File: src/rtl/acc_pkg.sv
package acc_pkg;

  localparam logic [7:0] OP_LOAD  = 8'h01;
  localparam logic [7:0] OP_ADD   = 8'h02;
  localparam logic [7:0] OP_STORE = 8'h03;
  localparam logic [7:0] OP_CMP   = 8'h04;
  localparam logic [7:0] OP_BRZ   = 8'h05;
  localparam logic [7:0] OP_JMP   = 8'h06;
  localparam logic [7:0] OP_HALT  = 8'hFF;

  typedef enum logic [3:0] {
    ST_F_ADDR, ST_F_READ, ST_F_CAP, ST_F_IR, ST_F_INC, ST_DECODE,
    ST_X_ADDR, ST_X_READ, ST_X_CAP, ST_X_ALU, ST_X_WRITE, ST_X_BR,
    ST_HALT
  } step_t;

  typedef struct packed {
    logic v;
    logic c;
    logic n;
    logic z;
  } flags_t;

endpackage

File: src/rtl/acc_alu.sv
module acc_alu
  import acc_pkg::*;
#(
  parameter int DATA_W = 16
) (
  input  logic [DATA_W-1:0] a_i,
  input  logic [DATA_W-1:0] b_i,
  input  logic              sub_i,
  output logic [DATA_W-1:0] res_o,
  output flags_t            flags_o
);
  localparam int MSB = DATA_W - 1;

  function automatic logic [DATA_W:0] wide_sum(input logic [DATA_W-1:0] a,
                                               input logic [DATA_W-1:0] b,
                                               input logic sub);
    if (sub) return {1'b0, a} - {1'b0, b};
    else     return {1'b0, a} + {1'b0, b};
  endfunction

  function automatic logic signed_ovf(input logic a_s, input logic b_s,
                                      input logic r_s, input logic sub);
    if (sub) return (a_s != b_s) && (r_s != a_s);
    else     return (a_s == b_s) && (r_s != a_s);
  endfunction

  logic [DATA_W:0] wide;

  always_comb begin
    wide      = wide_sum(a_i, b_i, sub_i);
    res_o     = wide[MSB:0];
    flags_o.z = (wide[MSB:0] == '0);
    flags_o.n = wide[MSB];
    flags_o.c = wide[DATA_W];
    flags_o.v = signed_ovf(a_i[MSB], b_i[MSB], wide[MSB], sub_i);
  end
endmodule

File: src/rtl/acc_seq.sv
module acc_seq
  import acc_pkg::*;
#(
  parameter int OPC_W = 8
) (
  input  logic             clk,
  input  logic             rst,
  input  logic [OPC_W-1:0] opcode_i,
  output step_t            step_o
);
  step_t step_q, step_d;

  always_comb begin
    step_d = step_q;
    unique case (step_q)
      ST_F_ADDR: step_d = ST_F_READ;
      ST_F_READ: step_d = ST_F_CAP;
      ST_F_CAP:  step_d = ST_F_IR;
      ST_F_IR:   step_d = ST_F_INC;
      ST_F_INC:  step_d = ST_DECODE;
      ST_DECODE: begin
        if (opcode_i == OPC_W'(OP_LOAD) || opcode_i == OPC_W'(OP_ADD) ||
            opcode_i == OPC_W'(OP_CMP)  || opcode_i == OPC_W'(OP_STORE))
          step_d = ST_X_ADDR;
        else if (opcode_i == OPC_W'(OP_BRZ) || opcode_i == OPC_W'(OP_JMP))
          step_d = ST_X_BR;
        else if (opcode_i == OPC_W'(OP_HALT))
          step_d = ST_HALT;
        else
          step_d = ST_F_ADDR;
      end
      ST_X_ADDR:  step_d = (opcode_i == OPC_W'(OP_STORE)) ? ST_X_WRITE : ST_X_READ;
      ST_X_READ:  step_d = ST_X_CAP;
      ST_X_CAP:   step_d = ST_X_ALU;
      ST_X_ALU:   step_d = ST_F_ADDR;
      ST_X_WRITE: step_d = ST_F_ADDR;
      ST_X_BR:    step_d = ST_F_ADDR;
      ST_HALT:    step_d = ST_HALT;
      default:    step_d = ST_F_ADDR;
    endcase
  end

  always_ff @(posedge clk) begin
    if (rst) step_q <= ST_F_ADDR;
    else     step_q <= step_d;
  end

  assign step_o = step_q;
endmodule

File: src/rtl/acc_core.sv
module acc_core
  import acc_pkg::*;
#(
  parameter int ADDR_W = 8,
  parameter int OPC_W  = 8,
  localparam int DATA_W = OPC_W + ADDR_W
) (
  input  logic              clk,
  input  logic              rst,
  output logic [ADDR_W-1:0] mem_addr,
  output logic              mem_rd,
  output logic              mem_wr,
  output logic [DATA_W-1:0] mem_wdata,
  input  logic [DATA_W-1:0] mem_rdata,
  output logic              halted,
  output logic [ADDR_W-1:0] pc_o,
  output logic [DATA_W-1:0] acc_o,
  output logic [3:0]        flags_o
);
  logic [ADDR_W-1:0] pc_q, mar_q;
  logic [DATA_W-1:0] mdr_q, cir_q, acc_q;
  flags_t            flags_q;
  step_t             step;

  logic [OPC_W-1:0]  opcode;
  logic [ADDR_W-1:0] operand;
  logic              is_add, is_cmp, is_load, is_store, is_brz, is_jmp;

  assign opcode   = cir_q[DATA_W-1 -: OPC_W];
  assign operand  = cir_q[ADDR_W-1:0];
  assign is_load  = (opcode == OPC_W'(OP_LOAD));
  assign is_add   = (opcode == OPC_W'(OP_ADD));
  assign is_store = (opcode == OPC_W'(OP_STORE));
  assign is_cmp   = (opcode == OPC_W'(OP_CMP));
  assign is_brz   = (opcode == OPC_W'(OP_BRZ));
  assign is_jmp   = (opcode == OPC_W'(OP_JMP));

  acc_seq #(.OPC_W(OPC_W)) u_seq (
    .clk(clk), .rst(rst), .opcode_i(opcode), .step_o(step)
  );

  logic [DATA_W-1:0] alu_res;
  flags_t            alu_flags;

  acc_alu #(.DATA_W(DATA_W)) u_alu (
    .a_i(acc_q), .b_i(mdr_q), .sub_i(is_cmp),
    .res_o(alu_res), .flags_o(alu_flags)
  );

  // Named internal events, used by the bound checker.
  logic              evt_pc_inc, evt_flag_we, evt_br_take;
  logic [ADDR_W-1:0] br_target;
  assign evt_pc_inc  = (step == ST_F_INC);
  assign evt_flag_we = (step == ST_X_ALU) && (is_add || is_cmp);
  assign evt_br_take = (step == ST_X_BR) && (is_jmp || (is_brz && flags_q.z));
  assign br_target   = operand;

  always_ff @(posedge clk) begin
    if (rst) begin
      pc_q    <= '0;
      mar_q   <= '0;
      mdr_q   <= '0;
      cir_q   <= '0;
      acc_q   <= '0;
      flags_q <= '0;
    end else begin
      unique case (step)
        ST_F_ADDR: mar_q <= pc_q;
        ST_F_CAP:  mdr_q <= mem_rdata;
        ST_F_IR:   cir_q <= mdr_q;
        ST_F_INC:  pc_q  <= pc_q + 1'b1;
        ST_X_ADDR: begin
          mar_q <= operand;
          if (is_store) mdr_q <= acc_q;
        end
        ST_X_CAP:  mdr_q <= mem_rdata;
        ST_X_ALU: begin
          if (is_load) acc_q <= mdr_q;
          if (is_add)  acc_q <= alu_res;
          if (evt_flag_we) flags_q <= alu_flags;
        end
        ST_X_BR:   if (evt_br_take) pc_q <= br_target;
        default: ;
      endcase
    end
  end

  assign mem_addr  = mar_q;
  assign mem_wdata = mdr_q;
  assign mem_rd    = (step == ST_F_READ) || (step == ST_X_READ);
  assign mem_wr    = (step == ST_X_WRITE);
  assign halted    = (step == ST_HALT);
  assign pc_o      = pc_q;
  assign acc_o     = acc_q;
  assign flags_o   = flags_q;
endmodule

File: config.mk
export PLATFORM = sky130hd
export DESIGN_NAME = acc_core
export DESIGN_NICKNAME = d
export VERILOG_FILES = /design/src/rtl/acc_pkg.sv /design/src/rtl/acc_alu.sv /design/src/rtl/acc_seq.sv /design/src/rtl/acc_core.sv
export SDC_FILE = /design/constraint.sdc
export NUM_CORES = 1
export LEC_CHECK = 0
export BUFFER_PORTS_ARGS = -buffer_cell sky130_fd_sc_hd__buf_4
export CAP_MARGIN = 20
export CORE_UTILIZATION = 51
export DETAILED_ROUTE_END_ITERATION = 10
export PLACE_DENSITY = 0.72
export SKIP_CTS_REPAIR_TIMING = 1
export SYNTH_ARGS = -nofsm -noshare
export SYNTH_HDL_FRONTEND = slang
export SYNTH_HIERARCHICAL = 1
export SYNTH_SLANG_ARGS = --single-unit
File: constraint.sdc
create_clock -name clk -period 7.95 [get_ports clk]
set_clock_uncertainty 0.15 [all_clocks]
set_input_delay 0.3975 -clock clk [delete_from_list [all_inputs] [get_ports clk]]
set_output_delay 0.3975 -clock clk [all_outputs]
set_load 0.02 [all_outputs]
==> run_results.csv, run 1 <==
group,metric,value,unit
sta,max_freq,188.4,MHz
worst_setup_path,crit_type,"reg -> reg",
clocking,cts_tree,"done",
floorplan,die_area,10420,um2
yosys,synth-async-reset-ratio,0,%
yosys,synth_top_family_by_area,"compound AO/OA/AOI/OAI gates",
detailed_routing,wl_per_cell,17.93,um
pwr,p_leak,0.002137,uW
detailed_routing,num_vias,5025,
yosys,synth-adder-area-share,4.802,%
detailed_routing,drc,0,
clocking,cts_max_path_buffers,2,
floorplan,start_util,52.49,%
place,dp_hpwl,9874,um
detailed_routing,vias_per_cell,6.258,
finish,final_common_cell,"buf_4",
floorplan,die_w,102.1,um
sta,hold_viol_final,0,
sta,finalCritPeriodShare,66.77,%
floorplan,io_pins,73,
finish,fin_nets,702,
clocking,cts_sinks,72,
grt,grt_overflow,0,
finish,mostFrequentLayoutCells,"buf_4, dfxtp_1, a211oi_1",
yosys,syn_inst,621,
sta,tns,0,ns
finish,diodes,0,
worst_setup_path,path_max_fanout,17,
sta,finalMaxSlewViolations,0,
yosys,yosysWarnings,6,
grt,grt_pass1_wl,23550,um
pwr,p_per_area,178.2,nW/um2
yosys,netlist_area,5107,um2
detailed_routing,first_iter_violations,343,
detailed_routing,first_pass_iters,5,
yosys,synth-simple-area-share,23.15,%
worst_setup_path,crit_arrival,5.45,ns
pwr,total_power,1039,uW
detailed_routing,ant_nets,0,
finish,drive_gt1_share,17.31,%
floorplan,rows,36,
yosys,postSynthAreaPerCell,8.224,um2
place,place_area,5629,um2
sta,max_slew_margin,29.90,%
yosys,syn_nets,658,
clocking,root_buffer,"clkbuf_8",
sta,setup_viol,0,
place,place_congestion,0.9340,
grt,grt_usage,28.71,%
sta,worstMarginPinSlew,1.052,ns
finish,final_cells,803,
detailed_routing,routed_wl,14400,um
outcome,status,"complete, no violations",
finish,utilization,59.92,%
clocking,clk_pin_slew,0.08,ns
worst_setup_path,crit_path_start_kind,"flop",
flow_run,drv_cap,0,
pwr,irDropWorstVdd,94.36,uV
yosys,synth_xor_area_share,4.459,%
worst_setup_path,cp-end-kind,"flop",
floorplan,coreArea,9729,um2
grt,first_global_vias,4625,
place,placedCellCount,786,
clocking,htree_levels,3,
yosys,synthDistinctLibCells,76,
clocking,numCtsBuffers,9,
worst_setup_path,required,8.09,ns
finish,postLayoutCellArea,5829,um2
grt,antenna_found_initial,0,
hold_path,hp-class,"in -> reg",
yosys,synth.area.mux_share,8.648,%
finish,syn_to_final_growth,14.14,%
place,port_buffers,72,
sta,min_period,5.309,ns
sta,rsz0062_at_grt,"no",
floorplan,dieHeight,102.1,um
yosys,synth_edf_count,0,
grt,grt_max_degree,73,
yosys,synth_compound_area_share,24.87,%
yosys,ys_seq_elements,72,
clocking,insertion_delay,0.36,ns
yosys,seq_area_frac_synth,28.22,%
yosys,ys.flop_type,"dfxtp_1",
cell families (layout without fill, tap and decap cells):
family / count (synthesis) / count (layout)
AND/OR/NAND/NOR: 212 / 212
AO/OA/AOI/OAI: 189 / 189
flip-flops: 72 / 72
buffers and inverters: 59 / 108
multiplexers: 44 / 44
XOR/XNOR: 26 / 26
adder cells (fa/ha/maj): 19 / 19
worst max-delay path: stages (launching register included):
cell     delay [ns]
dfxtp_1        0.38
nor4_1         0.72
nand2_1        0.15
nor3_2         0.73
a21oi_1        0.17
nor2_1         0.30
o21ai_0        0.17
xnor2_1        0.18
ha_1           0.32
a21o_1         0.17
a21o_1         0.23
or3_1          0.32
a211o_1        0.27
o211a_2        0.17
or3_1          0.39
nor4_2         0.15
nand3_1        0.11
a21oi_1        0.15
where the power goes:
part | internal (uW) | switching (uW) | leakage, uW
Clock | 146 | 149 | 0.0000929
Combinational | 149 | 203 | 0.00146
Sequential | 368 | 23.3 | 0.000582
routing by layer:
metal | GRT usage [%] | wire length, um
met5 | 0 | 0
met4 | 9.121 | 242
met3 | 5.609 | 773
met2 | 45.33 | 6707
met1 | 39.38 | 6675
sequential cells by signal, indices dropped and copies added, names as in the netlist:
| register | cells |
|---|---|
| pc_o | 8 |
| cir_q | 16 |
| mem_addr | 8 |
| u_seq/step_o | 4 |
| mem_wdata | 16 |
| acc_o | 16 |
| flags_o | 4 |
Yosys cell counts, types with 4 or more instances:
master	count	area share [%]
dfxtp_1	72	28
a211oi_1	63	9.3
a21oi_1	61	6.0
nand2_1	49	3.6
mux2i_1	43	8.4
nor2_1	43	3.2
clkbuf_1	23	1.7
nand3_1	20	2.0
nor3_1	19	1.9
xnor2_1	19	3.3
ha_1	18	4.4
o21ai_0	16	1.6
buf_2	14	1.4
inv_1	14	1.0
nand2b_1	12	1.5
nor4_1	9	1.1
xor2_1	7	1.2
o211ai_1	6	0.88
and3_1	5	0.61
nand4_1	5	0.61
o21a_1	5	0.74
or3_1	5	0.61
a21o_1	4	0.59
a31oi_1	4	0.49
and2_1	4	0.49
nand4b_1	4	0.69
final cells by class:
type,instances,area (um2)
tap,133,166.4
multi-input combinational,490,3391
clock inverter,6,67.56
sequential,72,1441
clock buffer,10,127.6
timing repair buffer,78,583.1
fill,902,3900
inverter,14,52.55
final timing paths:
kind | startpoint | to | slack [ns] | depth (start not counted)
worst max-delay path | cir_q[13]$_SDFFE_PP0N_ | flags_o[0]$_SDFFE_PP0P_ | 2.64 | 17
worst min-delay path | mem_rdata[6] | mem_wdata[6]$_SDFFE_PP0P_ | 0.24 | 3
worst max register to register | cir_q[13]$_SDFFE_PP0N_ | flags_o[0]$_SDFFE_PP0P_ | 2.64 | 17
worst min register to register | flags_o[3]$_SDFFE_PP0P_ | flags_o[3]$_SDFFE_PP0P_ | 0.33 | 2
per-stage QoR:
step,worst slack (ns),hold WS [ns]
after floorplan,3.717,0.2995
after global placement,3.073,0.3182
after detailed placement,2.816,0.3233
after CTS,2.757,0.2265
after global routing,2.288,0.2371
final,2.641,0.2434
Note: power is estimated with default switching activity, not from simulation.
==> run 2, diff against run 1 <==
PLACE_DENSITY = 0.75   (was 0.72)
clock period = 4.53 ns   (was 7.95 ns; I/O delays follow)
==> run 2 against run 1 <==
Global-route usage is 0.32 points lower. Clock power rose by 80%. Wire length is 1.3% higher. Via count hardly changed. Fmax is 27% higher. Final cell count grew 1.0%. Count of clock-buffer cells in the layout stayed put. Largest cell class unchanged. Largest power group unchanged.
==> run_results.csv, run 2 (synthesis gave the netlist of run 1 again) <==
group,metric,value,unit
outcome,status,"complete, no violations",
detailed_routing,drc,0,
hold_path,hp-class,"in -> reg",
finish,mostFrequentLayoutCells,"buf_4, dfxtp_1, a211oi_1",
detailed_routing,vias_per_cell,6.201,
detailed_routing,routed_wl,14590,um
pwr,p_leak,0.002186,uW
clocking,cts_tree,"done",
sta,worst_slack,0.3507,ns
sta,hold_viol_final,0,
clocking,cts_sinks,72,
grt,grt_usage,28.39,%
place,port_buffers,72,
sta,worstMarginPinSlew,1.139,ns
grt,first_global_vias,4440,
detailed_routing,wl_per_cell,17.99,um
floorplan,rows,36,
sta,max_slew_margin,24.04,%
grt,grt_pass1_wl,23040,um
sta,hold_slack,0.06041,ns
finish,final_common_cell,"buf_4",
floorplan,start_util,52.49,%
clocking,clk_pin_slew,0.09,ns
sta,tns,0,ns
clocking,numCtsBuffers,9,
place,dp_hpwl,9856,um
pwr,irDropWorstVdd,163.4,uV
floorplan,coreArea,9729,um2
worst_setup_path,rr_worst_depth,15,
clocking,insertion_delay,0.37,ns
worst_setup_path,crit_arrival,4.32,ns
worst_setup_path,path_max_fanout,15,
detailed_routing,ant_nets,0,
worst_setup_path,r2r_slack,0.35,ns
pwr,p_per_area,311.4,nW/um2
floorplan,dieHeight,102.1,um
clocking,htree_levels,3,
grt,antenna_found_initial,0,
detailed_routing,first_iter_violations,322,
finish,fin_nets,710,
sta,finalMaxSlewViolations,0,
place,pre_cts_slack,0.2095,ns
floorplan,io_pins,73,
clocking,root_buffer,"clkbuf_8",
sta,max_freq,239.3,MHz
grt,grt_max_degree,73,
grt,grt_overflow,0,
floorplan,die_area,10420,um2
sta,setup_viol,0,
sta,rsz0062_at_grt,"no",
hold_path,holdPathStages,3,
detailed_routing,num_vias,5029,
finish,final_cells,811,
worst_setup_path,crit_path_start_kind,"flop",
place,place_congestion,0.9329,
floorplan,die_w,102.1,um
clocking,cts_max_path_buffers,2,
place,placedCellCount,794,
sta,min_period,4.179,ns
flow_run,drv_cap,0,
place,place_area,5689,um2
detailed_routing,first_pass_iters,5,
finish,syn_to_final_growth,15.80,%
worst_setup_path,cp-end-kind,"flop",
finish,diodes,0,
finish,drive_gt1_share,18.73,%
sta,finalCritPeriodShare,92.26,%
finish,postLayoutCellArea,5914,um2
worst_setup_path,crit_type,"reg -> reg",
worst_setup_path,required,4.67,ns
==> run 2: routing by layer <==
| layer | track usage [%] | up-vias | wire (um) |
|---|---|---|---|
| li1 | - | 2437 | - |
| met1 | 39.44 | 2396 | 6877 |
| met2 | 43.62 | 166 | 6498 |
| met3 | 4.446 | 30 | 802 |
| met4 | 12.09 | 0 | 408 |
| met5 | 0 | - | 0 |
==> run 2: power by group <==
group          switching, uW  internal [uW]
Combinational            364            266
Clock                    273            256
Sequential              35.6            646
Total                    673           1170
==> run 2: final cells by class <==
cell class	count	area, um2
sequential	72	1441
inverter	14	52.55
clock inverter	6	67.56
clock buffer	10	127.6
timing repair buffer	86	643.1
tap	133	166.4
fill	905	3815
multi-input combinational	490	3416
==> run 2: worst max-delay path, stage by stage (launching register included) <==
cell	delay [ns]
dfxtp_1	0.39
nor4_4	0.33
nand2_1	0.10
nor3_2	0.19
buf_4	0.25
mux2_2	0.38
fa_1	0.44
and2b_1	0.27
o31ai_1	0.10
a211o_1	0.33
nor3_1	0.27
o21ai_1	0.13
and2_1	0.18
a311oi_1	0.33
nand3_1	0.11
a21oi_1	0.15
==> run 2: worst paths after layout <==
check,endpoint,from
hold reg to reg,cir_q[7]$_SDFFE_PP0N_,cir_q[7]$_SDFFE_PP0N_
hold / removal,mem_wdata[8]$_SDFFE_PP0P_,mem_rdata[8]
setup reg to reg,flags_o[2]$_SDFFE_PP0P_,cir_q[12]$_SDFFE_PP0N_
setup / recovery,flags_o[2]$_SDFFE_PP0P_,cir_q[12]$_SDFFE_PP0N_
==> run 2: stage by stage <==
step | total power [uW] | utilization [%]
floorplan | 1185 | -
global placement | 1301 | 58.47
detailed placement | 1306 | 58.47
CTS | 1833 | 60.48
global route | 1935 | 60.79
finish | 1842 | 60.79
